## src/rtl/nvm_csum_pkg.sv

```systemverilog
package nvm_csum_pkg;
  typedef enum logic [1:0] {ST_IDLE, ST_READ, ST_WRITE} st_e;
  typedef enum logic {OP_CHECK, OP_FIX} op_e;
endpackage

```

## src/rtl/nvm_csum_addr_seq.sv

```systemverilog
module nvm_csum_addr_seq #(
  parameter int unsigned ADDR_W  = 6,
  parameter int unsigned CHK_IDX = 63
) (
  input  logic              clk_i,
  input  logic              rst_ni,
  input  logic              clr_i,
  input  logic              step_i,
  input  logic              fix_i,
  output logic [ADDR_W-1:0] addr_o,
  output logic              last_o
);
  localparam logic [ADDR_W-1:0] CHK_A = ADDR_W'(CHK_IDX);
  localparam logic [ADDR_W-1:0] PRE_A = (CHK_IDX == 0) ? '0 : ADDR_W'(CHK_IDX - 1);

  logic [ADDR_W-1:0] addr_q;

  always_ff @(posedge clk_i or negedge rst_ni) begin
    if (!rst_ni)      addr_q <= '0;
    else if (clr_i)   addr_q <= '0;
    else if (step_i)  addr_q <= addr_q + 1'b1;
  end

  // repair stops one word short of the checksum slot
  assign last_o = fix_i ? (addr_q == PRE_A) : (addr_q == CHK_A);
  assign addr_o = addr_q;
endmodule

```

## src/rtl/nvm_csum_acc.sv

```systemverilog
module nvm_csum_acc #(
  parameter int unsigned        DATA_W = 16,
  parameter logic [DATA_W-1:0]  TARGET = 16'hBABA
) (
  input  logic              clk_i,
  input  logic              rst_ni,
  input  logic              clr_i,
  input  logic              add_i,
  input  logic [DATA_W-1:0] data_i,
  output logic [DATA_W-1:0] sum_o,
  output logic              hit_next_o,
  output logic [DATA_W-1:0] fix_o
);
  logic [DATA_W-1:0] sum_q, sum_nx;

  assign sum_nx = sum_q + data_i;

  always_ff @(posedge clk_i or negedge rst_ni) begin
    if (!rst_ni)     sum_q <= '0;
    else if (clr_i)  sum_q <= '0;
    else if (add_i)  sum_q <= sum_nx;
  end

  assign sum_o      = sum_q;
  assign hit_next_o = (sum_nx == TARGET);
  assign fix_o      = TARGET - sum_q;
endmodule

```

## src/rtl/nvm_csum_ctrl.sv

```systemverilog
module nvm_csum_ctrl
  import nvm_csum_pkg::*;
#(
  parameter bit NO_PRE = 1'b0
) (
  input  logic clk_i,
  input  logic rst_ni,
  input  logic validate_i,
  input  logic update_i,
  input  logic rd_valid_i,
  input  logic rd_err_i,
  input  logic wr_ack_i,
  input  logic wr_err_i,
  input  logic last_i,
  input  logic hit_next_i,
  output logic rd_req_o,
  output logic wr_req_o,
  output logic clr_o,
  output logic add_o,
  output logic step_o,
  output logic fix_o,
  output logic busy_o,
  output logic done_o,
  output logic pass_o,
  output logic error_o
);
  st_e  st_q, st_d;
  op_e  op_q, op_d;
  logic done_q, done_d, pass_q, pass_d, err_q, err_d;
  logic start, rd_ok;

  assign start = (st_q == ST_IDLE) && (validate_i || update_i);
  assign rd_ok = (st_q == ST_READ) && rd_valid_i && !rd_err_i;

  always_comb begin
    st_d   = st_q;
    op_d   = op_q;
    done_d = 1'b0;
    pass_d = pass_q;
    err_d  = err_q;
    unique case (st_q)
      ST_IDLE: if (start) begin
        op_d   = validate_i ? OP_CHECK : OP_FIX;
        pass_d = 1'b0;
        err_d  = 1'b0;
        st_d   = (!validate_i && NO_PRE) ? ST_WRITE : ST_READ;
      end
      ST_READ: begin
        if (rd_err_i) begin
          st_d = ST_IDLE; done_d = 1'b1; err_d = 1'b1;
        end else if (rd_valid_i && last_i) begin
          if (op_q == OP_CHECK) begin
            st_d = ST_IDLE; done_d = 1'b1; pass_d = hit_next_i;
          end else begin
            st_d = ST_WRITE;
          end
        end
      end
      ST_WRITE: begin
        if (wr_err_i) begin
          st_d = ST_IDLE; done_d = 1'b1; err_d = 1'b1;
        end else if (wr_ack_i) begin
          st_d = ST_IDLE; done_d = 1'b1; pass_d = 1'b1;
        end
      end
      default: st_d = ST_IDLE;
    endcase
  end

  always_ff @(posedge clk_i or negedge rst_ni) begin
    if (!rst_ni) begin
      st_q   <= ST_IDLE;
      op_q   <= OP_CHECK;
      done_q <= 1'b0;
      pass_q <= 1'b0;
      err_q  <= 1'b0;
    end else begin
      st_q   <= st_d;
      op_q   <= op_d;
      done_q <= done_d;
      pass_q <= pass_d;
      err_q  <= err_d;
    end
  end

  assign rd_req_o = (st_q == ST_READ);
  assign wr_req_o = (st_q == ST_WRITE);
  assign clr_o    = start;
  assign add_o    = rd_ok;
  assign step_o   = rd_ok && !last_i;
  assign fix_o    = (op_q == OP_FIX);
  assign busy_o   = (st_q != ST_IDLE);
  assign done_o   = done_q;
  assign pass_o   = pass_q;
  assign error_o  = err_q;


  req_excl_chk: assert property (@(posedge clk_i) disable iff (!rst_ni)
    !(rd_req_o && wr_req_o));

  done_pulse_chk: assert property (@(posedge clk_i) disable iff (!rst_ni)
    done_o |=> !done_o);

  done_idle_chk: assert property (@(posedge clk_i) disable iff (!rst_ni)
    done_o |-> !busy_o);

  pass_err_excl_chk: assert property (@(posedge clk_i) disable iff (!rst_ni)
    !(pass_o && error_o));

  result_hold_chk: assert property (@(posedge clk_i) disable iff (!rst_ni)
    (!busy_o && !validate_i && !update_i) |=> ($stable(pass_o) && $stable(error_o)));
endmodule

```

## src/rtl/nvm_csum_engine.sv

```systemverilog
module nvm_csum_engine
  import nvm_csum_pkg::*;
#(
  parameter int unsigned       DATA_W  = 16,
  parameter int unsigned       ADDR_W  = 6,
  parameter int unsigned       CHK_IDX = 63,
  parameter logic [DATA_W-1:0] TARGET  = 16'hBABA
) (
  input  logic              clk_i,
  input  logic              rst_ni,
  input  logic              validate_i,
  input  logic              update_i,
  output logic              busy_o,
  output logic              done_o,
  output logic              pass_o,
  output logic              error_o,
  output logic [DATA_W-1:0] sum_o,
  output logic              rd_req_o,
  output logic [ADDR_W-1:0] rd_addr_o,
  input  logic              rd_valid_i,
  input  logic              rd_err_i,
  input  logic [DATA_W-1:0] rd_data_i,
  output logic              wr_req_o,
  output logic [ADDR_W-1:0] wr_addr_o,
  output logic [DATA_W-1:0] wr_data_o,
  input  logic              wr_ack_i,
  input  logic              wr_err_i
);
  localparam bit                NO_PRE = (CHK_IDX == 0);
  localparam logic [ADDR_W-1:0] CHK_A  = ADDR_W'(CHK_IDX);

  logic clr, add, step, fix, last, hit_next;

  nvm_csum_ctrl #(.NO_PRE(NO_PRE)) u_ctrl (
    .clk_i, .rst_ni, .validate_i, .update_i,
    .rd_valid_i, .rd_err_i, .wr_ack_i, .wr_err_i,
    .last_i(last), .hit_next_i(hit_next),
    .rd_req_o, .wr_req_o,
    .clr_o(clr), .add_o(add), .step_o(step), .fix_o(fix),
    .busy_o, .done_o, .pass_o, .error_o
  );

  nvm_csum_addr_seq #(.ADDR_W(ADDR_W), .CHK_IDX(CHK_IDX)) u_seq (
    .clk_i, .rst_ni, .clr_i(clr), .step_i(step), .fix_i(fix),
    .addr_o(rd_addr_o), .last_o(last)
  );

  nvm_csum_acc #(.DATA_W(DATA_W), .TARGET(TARGET)) u_acc (
    .clk_i, .rst_ni, .clr_i(clr), .add_i(add), .data_i(rd_data_i),
    .sum_o, .hit_next_o(hit_next), .fix_o(wr_data_o)
  );

  assign wr_addr_o = CHK_A;


  rd_hold_chk: assert property (@(posedge clk_i) disable iff (!rst_ni)
    (rd_req_o && !rd_valid_i && !rd_err_i) |=> (rd_req_o && $stable(rd_addr_o)));

  rd_range_chk: assert property (@(posedge clk_i) disable iff (!rst_ni)
    rd_req_o |-> (rd_addr_o <= CHK_A));

  wr_hold_chk: assert property (@(posedge clk_i) disable iff (!rst_ni)
    (wr_req_o && !wr_ack_i && !wr_err_i) |=> (wr_req_o && $stable(wr_data_o)));

  abort_chk: assert property (@(posedge clk_i) disable iff (!rst_ni)
    (rd_req_o && rd_err_i) |=> (!rd_req_o && !wr_req_o));
endmodule

```

## config.mk

```make
export PLATFORM = sky130hd
export DESIGN_NAME = nvm_csum_engine
export DESIGN_NICKNAME = d
export VERILOG_FILES = /design/src/rtl/nvm_csum_pkg.sv /design/src/rtl/nvm_csum_addr_seq.sv /design/src/rtl/nvm_csum_acc.sv /design/src/rtl/nvm_csum_ctrl.sv /design/src/rtl/nvm_csum_engine.sv
export SDC_FILE = /design/constraint.sdc
export NUM_CORES = 1
export LEC_CHECK = 0
export BUFFER_PORTS_ARGS = -buffer_cell sky130_fd_sc_hd__buf_2
export CORE_MARGIN = 1
export CORE_UTILIZATION = 40
export CTS_CLUSTER_DIAMETER = 150
export CTS_CLUSTER_SIZE = 40
export DETAILED_ROUTE_END_ITERATION = 12
export GPL_ROUTABILITY_DRIVEN = 0
export PLACE_DENSITY = 0.77
export SLEW_MARGIN = 10
export SYNTH_ARGS = -nofsm -noshare
export SYNTH_HDL_FRONTEND = slang
export SYNTH_SLANG_ARGS = --single-unit
```

## constraint.sdc

```tcl
create_clock -name clk_i -period 5.8 [get_ports clk_i]
set_input_delay 0.29 -clock clk_i [delete_from_list [all_inputs] [get_ports clk_i]]
set_output_delay 0.29 -clock clk_i [all_outputs]
set_load 0.02 [all_outputs]
```

==> results of run 1 <==
cell type report:
cell class	instances	share of cell area (%)
Timing Repair Buffer	67	11.8
Sequential cell	28	24.6
Multi-Input combinational cell	249	57.4
Tap cell	72	3.17
Clock buffer	4	1.93
Inverter	8	1.06
sequential cells by signal (all words and copies together) (netlist names):
register / flops
u_seq.addr_o: 6
u_acc.sum_o: 16
u_ctrl.fix_o: 1
u_ctrl.pass_o: 1
u_ctrl.error_o: 1
u_ctrl.st_q: 2
u_ctrl.done_o: 1
per-stage QoR:
step / total power [mW] / setup slack, ps / utilization [%]
after detailed placement: 1.24 / 2970 / 49.2
after floorplan: 0.995 / 3050 / -
after CTS: 1.37 / 2840 / 50.1
after global placement: 1.22 / 3020 / 49.2
final: 1.37 / 2840 / 50.1
after global routing: 1.49 / 2680 / 50.1
worst paths after layout:
kind / from / endpoint / cells after the start
max: u_acc.sum_o[1] / wr_data_o[14] / 9
min: rst_ni / u_ctrl.st_q[0] / 1
max reg2reg: u_acc.sum_o[0] / u_ctrl.pass_o / 9
min reg2reg: u_ctrl.error_o / u_ctrl.error_o / 1
max in group asynchronous: rst_ni / u_seq.addr_o[0] / 1
min in group clk_i: validate_i / u_ctrl.fix_o / 2
power by group through the flow:
stage / logic (mW) / clock network (mW) / registers [mW]
2_1_floorplan: 0.607 / 0 / 0.388
3_3_place_gp: 0.882 / 0 / 0.340
3_5_place_dp: 0.897 / 0 / 0.346
4_1_cts: 0.900 / 0.125 / 0.342
5_1_grt: 0.997 / 0.134 / 0.354
6_report: 0.902 / 0.124 / 0.341
routing by layer:
metal,GRT usage [%],vias to the layer above,part of all wire (%)
li1,-,1157,-
met1,26.4,1127,45
met2,34.4,60,50
met3,2.29,4,4.1
met4,3.57,0,0.43
met5,0,-,0
Yosys cell counts, types with 5 or more instances:
library cell | instances | share of area, %
o21ai_1 | 6 | 1.2
clkbuf_1 | 5 | 0.78
nor2_1 | 39 | 6.0
a21oi_1 | 23 | 4.8
a211oi_1 | 6 | 1.9
o21ai_0 | 11 | 2.3
inv_1 | 8 | 1.2
xnor2_1 | 9 | 3.3
xor2_1 | 23 | 8.3
nand3_1 | 5 | 1.0
nor3_1 | 5 | 1.0
dfrtp_1 | 28 | 29
nand2_1 | 34 | 5.3
buf_4 | 7 | 2.2
ha_1 | 21 | 11
cells by family (layout without fill, tap and decap cells):
group           after synthesis  after routing  share of synthesized area (%)
fa+ha+maj                    22             22                           11.7
xor+xnor                     32             32                           11.6
other cells                   1              6                          0.155
buf+inv                      21             79                           4.39
simple gates                114            114                           22.8
mux                           2              2                          0.879
flops                        28             28                           29.0
compound gates               73             73                           19.5
critical path: cells and delay by family (launching register included):
family          cells  cell delay [ps]
compound gates      4             1120
simple gates        2              230
buf+inv             1              180
flops               1              480
xor+xnor            1              140
fa+ha+maj           1              240
==> metrics, run 1 <==
run status=finished clean; Post-Syn Instances=293; most frequent cells in the layout=buf_2 (67), nor2_1 (38), nand2_1 (34), dfrtp_1 (28); Initial Utilization=42.6%; detailed-route wire length=6.02 mm; crit path max fanout=6; Die Y-Extent=79.8 µm; largest net degree at the start of global routing=29; final count of hold timing violations=0; number of max-cap violations=0; Peak VDD IR=0.000241 V; RSZ-0062 raised after global routing=false; EDFF count, synth=0; DR vias=2348; register area share after synthesis=29.0%; Seq cells post-synth=28; Worst-Skew Late Latency=270 ps; vias in the first global route=2191; Ports=74; worst slew pin tran=962 ps; Resize count post-CTS=0; layout cells sized above 1=23.3%; FF+latch area=701 µm²; clk root buf=clkbuf_8; initial antenna violation count=0; antenna-violating nets left=0; final instance area=0.00285 mm²; slew margin rel.=35.8%; FFs w/ async S/R, synth=100%; fill count=561; Leak=1.40 nW; cell area power density=480 mW/mm²; worst hold path type=in2async; CP cell instances=ha_1 -> o21ai_0 -> nor2_1 -> o21a_1 -> o21a_1 -> o21ai_0 -> nor2_1 -> xor2_1 -> buf_2; CTS Buffer Depth=2; GRT Util Overall=19.8%; Max Clk Rate=338 MHz; row count=27; residual DRC count=0; routed length per instance=14.1 µm; diode count=0; CP peak stage delay=480 ps; total core area=0.00568 mm²; die area=0.00636 mm²; Yosys cell types=53; Worst path slowest cell=dfrtp_1; Nets=403; Synth Cell Area=0.00242 mm²; switching share of power=52.4%; Final period util=51.0%; Int Pwr=651 µW; CTS Hold Bufs=0; # Post-CTS Setup Buffers=0; P_sw=716 µW; Num CTS Buffers=3; CTS clk-pin slew, worst paths=100 ps; Port Buf Inserts=67; Critical Path Sink Type=output port; Worst Path Required=5510 ps; Final Skew=2.73 ps; YS warnings=0; ys flop type=dfrtp_1; Multi-input gate area=0.00163 mm²; placed cells=424; # clock sinks=28; power share of the clock group=9.0%; TritonRoute pass-1 iters=4; register share of total power=24.9%; vias per std cell=5.49; detailed-placement wirelength estimate=4.66 mm; CTS H-tree lvls=1; Final Non-Filler Cells=428; placed cell areas=0.00279 mm²; Max Slew Vio Count=0; R2R setup slack=2940 ps; Avg Inst Size Synth=8.26 µm²; Starting DRT DRC Count=162; crit path DAT=2670 ps; Final min period=2960 ps; combinational share of power=66.0%; Fin Hold WS=23.7 ps; first-pass GRT wire length=10.1 mm; CP Class=reg2out; final setup fails=0; commonest non-fill, non-tap cell in the layout=buf_2; chip width=79.8 µm; CP startpoint kind=register; Area growth syn-to-layout=17.6%; Fin Setup TNS=0 ps; CTS tree=done; remaining global-route overflow=0
Note: power is estimated with default switching activity, not from simulation.
==> run 2: changes to the inputs <==
==> constraint.sdc (replaced) <==
create_clock -name clk_i -period 3 [get_ports clk_i]
set_input_delay 0.15 -clock clk_i [delete_from_list [all_inputs] [get_ports clk_i]]
set_output_delay 0.15 -clock clk_i [all_outputs]
set_load 0.02 [all_outputs]
==> run 2 against run 1 <==
Net effect:
- worst setup slack lost 2700 ps
- clock power grew 150%
- first-iteration DRC count grew 5.6%
- clock-buffer cell count shrank 1
==> metrics, run 2 (synthesized netlist as in run 1, its figures left out) <==
run status=finished clean; total core area=0.00568 mm² (unchanged); CTS tree=done; final count of hold timing violations=0 (unchanged); Area growth syn-to-layout=19.8%; Peak VDD IR=0.000438 V (+82%); Core Util, Final=51.1% (+0.93 points); final setup fails=0 (unchanged); Worst Slack Setup Final=173 ps (-2670 ps); # clock sinks=28 (unchanged); Leak=1.42 nW (+1.7%); Num CTS Buffers=3 (unchanged); RSZ-0062 raised after global routing=false; Final Skew=5.48 ps (+2.76 ps); Reg-to-Reg Start=u_acc.sum_o[0]; CTS clk-pin slew, worst paths=110 ps (about the same); Max Slew Vio Count=0 (unchanged); Post-Place Worst Slack=110 ps (-2860 ps); first-pass GRT wire length=10.0 mm (-0.42%); detailed-route wire length=6.03 mm (about the same); CP startpoint kind=register; Fin Setup TNS=0 ps (unchanged); number of max-cap violations=0 (unchanged); met3 routed WL=306 µm (+24%); layout cells sized above 1=24.2% (+0.85 points); chip width=79.8 µm (unchanged); most frequent cells in the layout=buf_2 (67), nor2_1 (39), nand2_1 (34), dfrtp_1 (27); Port Buf Inserts=67 (unchanged); CTS Buffer Depth=2 (unchanged); crit path DAT=3040 ps (+370 ps); Top Layer Used=met4; Worst-Skew Late Latency=280 ps (about the same); Ports=74 (unchanged); worst hold path type=in2reg; commonest non-fill, non-tap cell in the layout=buf_2; crit path from=u_acc.sum_o[0]; Die Y-Extent=79.8 µm (unchanged); placed cell areas=0.00280 mm² (+0.45%); Int Pwr=1.34 mW (+110%); residual DRC count=0 (unchanged); worst slew pin tran=643 ps (-319 ps); P_sw=1.40 mW (+95%); antenna-violating nets left=0 (unchanged); Met2 Wirelength=3.00 mm (-0.56%); cell area power density=946 mW/mm² (+97%); remaining global-route overflow=0 (unchanged); Worst Path Required=3210 ps (-2300 ps); routed length per instance=14.0 µm (-0.84%); TritonRoute pass-1 iters=4 (unchanged); GRT Util Overall=19.8% (-0.024 points); Initial Utilization=42.6% (unchanged); initial antenna violation count=0 (unchanged); largest net degree at the start of global routing=29 (unchanged); detailed-placement wirelength estimate=4.58 mm (-1.6%); vias per std cell=5.45 (-0.71%); Final min period=2830 ps; Final period util=94.2%; Starting DRT DRC Count=171 (+5.6%); register share of total power=24.0% (-0.9 points); switching share of power=51.1% (-1.3 points); die area=0.00636 mm² (unchanged); Max Clk Rate=354 MHz; diode count=0 (unchanged); slew margin rel.=57.1% (+21 points); DRT met1 WL=2.69 mm (-1.3%); crit path max fanout=6 (unchanged); final instance area=0.00290 mm² (+1.8%); Largest register FFs=16 (unchanged); Power, Total=2.74 mW (+100%); min-delay src=validate_i; vias in the first global route=2157 (-1.6%); CTS H-tree lvls=1 (unchanged); CP Class=reg2reg; Critical Path Sink Type=register; clk root buf=clkbuf_8; combinational share of power=64.8% (-1.2 points); power share of the clock group=11.2% (+2.2 points); DR vias=2353 (+0.21%); row count=27 (unchanged); Nets=407 (+0.99%)
run 2: cell count changes in the layout (fill, tap and decap cells not counted), sizes merged:
cell,change
buf,+3
dlygate4sd3,+1
bufinv,+1
clkbuf,-1
run 2: cell type report:
cell class              instances  area, µm²
fillers                       540       2780
inverters                       8       30.0
clock inverters                 1       30.0
well taps                      72       90.1
multi-input cells             249       1640
repair buffers                 71        368
flip-flops and latches         28        702
clock buffers                   3       41.3
run 2: layer usage:
metal	global-route usage (%)	vias to the layer above
met5	0	-
met2	34.9	70
met4	2.32	0
met3	3.66	4
met1	25.7	1114
li1	-	1165
run 2: power groups by stage:
stage,clock (mW),sequential [mW],combinational (mW)
6_report,0.307,0.658,1.78
4_1_cts,0.314,0.659,1.75
3_3_place_gp,0,0.658,1.71
3_5_place_dp,0,0.666,1.74
5_1_grt,0.330,0.678,1.97
2_1_floorplan,0,0.750,1.17
run 2: path summary, 6_finish.rpt:
kind,end,slack [ps],depth (start not counted)
worst max-delay path,u_ctrl.pass_o,170,9
worst min-delay path,u_ctrl.fix_o,70,2
worst max register to register,u_ctrl.pass_o,170,9
worst min register to register,u_ctrl.error_o,520,1
max in group asynchronous,u_acc.sum_o[0],2130,2
min in group asynchronous,u_ctrl.fix_o,420,2
run 2: timing repair:
| action | CTS | global route |
|---|---|---|
| setup buffers | 0 | 1 |
| hold buffers | 1 | 0 |
| resized for setup | 0 | 2 |
| endpoints found under the setup margin | 0 | 1 |
| endpoints found under the hold margin | 28 | 0 |
run 2: worst max-delay path, stage by stage (launching register included):
cell and delay (ps):
dfrtp_2 450, ha_1 240, fa_1 430, a211oi_2 300
nor2_1 100, xnor2_1 140, or4_1 550, nor4b_2 280
nand4b_1 120, o21ai_1 130
run 2: stage by stage:
step	std cells	hold WS, ps
3_3_place_gp	426	212
3_5_place_dp	426	221
5_1_grt	432	75.7
4_1_cts	431	72.0
6_report	432	74.9
2_1_floorplan	298	-146
==> run 3: changes to the inputs <==
--- a/config.mk
+++ b/config.mk
@@ -7,12 +7,12 @@
 export LEC_CHECK = 0
 export BUFFER_PORTS_ARGS = -buffer_cell sky130_fd_sc_hd__buf_2
 export CORE_MARGIN = 1
-export CORE_UTILIZATION = 40
+export CORE_UTILIZATION = 50
 export CTS_CLUSTER_DIAMETER = 150
 export CTS_CLUSTER_SIZE = 40
 export DETAILED_ROUTE_END_ITERATION = 12
 export GPL_ROUTABILITY_DRIVEN = 0
-export PLACE_DENSITY = 0.77
+export PLACE_DENSITY = 0.9
 export SLEW_MARGIN = 10
 export SYNTH_ARGS = -nofsm -noshare
 export SYNTH_HDL_FRONTEND = slang
==> run 3 against run 2 <==
Net effect:
- sequential power is 0.6% lower
- critical path depth unchanged
- flip-flop and latch count is the same
- fmax increased by 2.7%
- highest routed layer unchanged
==> metrics, run 3 (synthesized netlist as in run 1, its figures left out) <==
CTS tree=done; CTS Buffer Depth=2 (unchanged); residual DRC count=0 (unchanged); # Post-CTS Setup Buffers=0 (unchanged); antenna-violating nets left=0 (unchanged); CP Class=reg2reg; detailed-placement wirelength estimate=4.38 mm (-4.5%); chip width=71.6 µm (-10%); fill count=378 (-30%); total core area=0.00450 mm² (-21%); Worst path slowest cell=or4_1; CP peak stage delay=540 ps (about the same); slew margin rel.=57.2% (+0.13 points); Post-Place Worst Slack=147 ps (+37.2 ps); initial antenna violation count=0 (unchanged); worst hold path type=in2reg; diode count=0 (unchanged); final count of hold timing violations=0 (unchanged); commonest non-fill, non-tap cell in the layout=buf_2; combinational share of power=67.2% (+2.4 points); clk root buf=clkbuf_8; layout cells sized above 1=23.5% (-0.70 points); RSZ-0062 raised after global routing=false; vias in the first global route=2116 (-1.9%); CP startpoint kind=register; CP cell instances=ha_1 -> fa_1 -> a211oi_2 -> nor2_1 -> xnor2_1 -> or4_1 -> nor4b_2 -> nand4b_1 -> o21ai_1; Final Non-Filler Cells=410 (-5.1%); GRT Util Overall=22.6% (+2.8 points); Final period util=91.8% (-2.4 points); Fin Setup TNS=0 ps (unchanged); Final min period=2750 ps (-73.1 ps); Final Skew=7.16 ps (+1.68 ps); Worst Slack Setup Final=246 ps (+73.1 ps); CTS clk-pin slew, worst paths=100 ps (about the same); cell area power density=919 mW/mm² (-2.8%); number of max-cap violations=0 (unchanged); final setup fails=0 (unchanged); Power, Total=2.60 mW (-4.9%); run status=finished clean; DR vias=2300 (-2.3%); final instance area=0.00283 mm² (-2.2%); Int Pwr=1.24 mW (-7.3%); register share of total power=25.1% (+1.1 points); Fin Hold WS=120 ps (+45.1 ps); row count=24 (-11%); remaining global-route overflow=0 (unchanged); TritonRoute pass-1 iters=5 (+1); Core Util, Final=62.9% (+12 points); first-pass GRT wire length=9.43 mm (-5.9%); P_sw=1.36 mW (-2.7%); Port Buf Inserts=67 (unchanged); placed cell areas=0.00278 mm² (-0.89%); die area=0.00512 mm² (-20%); power share of the clock group=7.7% (-3.5 points); Nets=406 (-0.25%); Critical Path Sink Type=register; Die Y-Extent=71.6 µm (-10%); Starting DRT DRC Count=153 (-11%); Peak VDD IR=0.000417 V (-4.7%); worst slew pin tran=641 ps (-2.01 ps); routed length per instance=13.8 µm (-1.4%); Num CTS Buffers=3 (unchanged); Leak=1.41 nW (-1.2%); Initial Utilization=53.7% (+11 points); crit path DAT=2960 ps (-80 ps); most frequent cells in the layout=buf_2 (67), nor2_1 (39), nand2_1 (34), dfrtp_1 (28); largest net degree at the start of global routing=29 (unchanged); crit path max fanout=6 (unchanged); CTS H-tree lvls=1 (unchanged); # clock sinks=28 (unchanged); placed cells=406 (-4.7%); detailed-route wire length=5.64 mm (-6.4%); Max Clk Rate=363 MHz (+2.7%); Largest register FFs=16 (unchanged); vias per std cell=5.61 (+3.0%); Area growth syn-to-layout=17.1%; Max Slew Vio Count=0 (unchanged); switching share of power=52.3% (+1.2 points); Worst-Skew Late Latency=270 ps (about the same); Ports=74 (unchanged); Worst Path Required=3200 ps (about the same)
==> run 3: cell type report <==
class	instances	area, µm²	area share (%)
clock buffer	3	41.3	1.46
sequential	28	701	24.7
multi-input combinational	249	1640	57.7
tap	52	65.1	2.30
timing repair buffer	70	360	12.7
inverter	8	30.0	1.06
==> run 3: path summary, 6_finish.rpt <==
| path | start | to | slack [ps] | cells after the start |
|---|---|---|---|---|
| worst min-delay path | validate_i | u_ctrl.fix_o | 120 | 2 |
| worst max-delay path | u_acc.sum_o[0] | u_ctrl.pass_o | 250 | 9 |
| max in group asynchronous | rst_ni | u_seq.addr_o[2] | 2140 | 2 |
| worst max register to register | u_acc.sum_o[0] | u_ctrl.pass_o | 250 | 9 |
| worst min register to register | u_ctrl.error_o | u_ctrl.error_o | 510 | 1 |
| min in group asynchronous | rst_ni | u_acc.sum_o[6] | 440 | 2 |
==> run 3: repair_timing <==
item,in CTS,in global routing
resized for setup,0,1
hold buffers,1,0
hold endpoints to repair,28,0
endpoints found under the setup margin,0,1
==> run 3: power by group through the flow <==
stage               sequential (mW)  clock (mW)  combinational [mW]
floorplan                     0.750           0                1.17
global placement              0.649           0                1.70
detailed placement            0.660           0                1.73
CTS                           0.653       0.206                1.74
global route                  0.675       0.225                1.92
finish                        0.654       0.200                1.75
==> run 3: critical path, delay by kind of cell (launching register included) <==
kind                       cells  cell delay, ps
and+or+nand+nor                4            1010
adders and majority gates      2             690
DFF                            1             440
AOI/OAI and AO/OA              2             400
xor gates and xnor gates       1             140
==> run 3: metal layers <==
metal	wire (µm)	track usage, %
met1	2510	29.4
met2	2840	41.3
met3	246	2.81
met4	44	3.27
met5	0	0
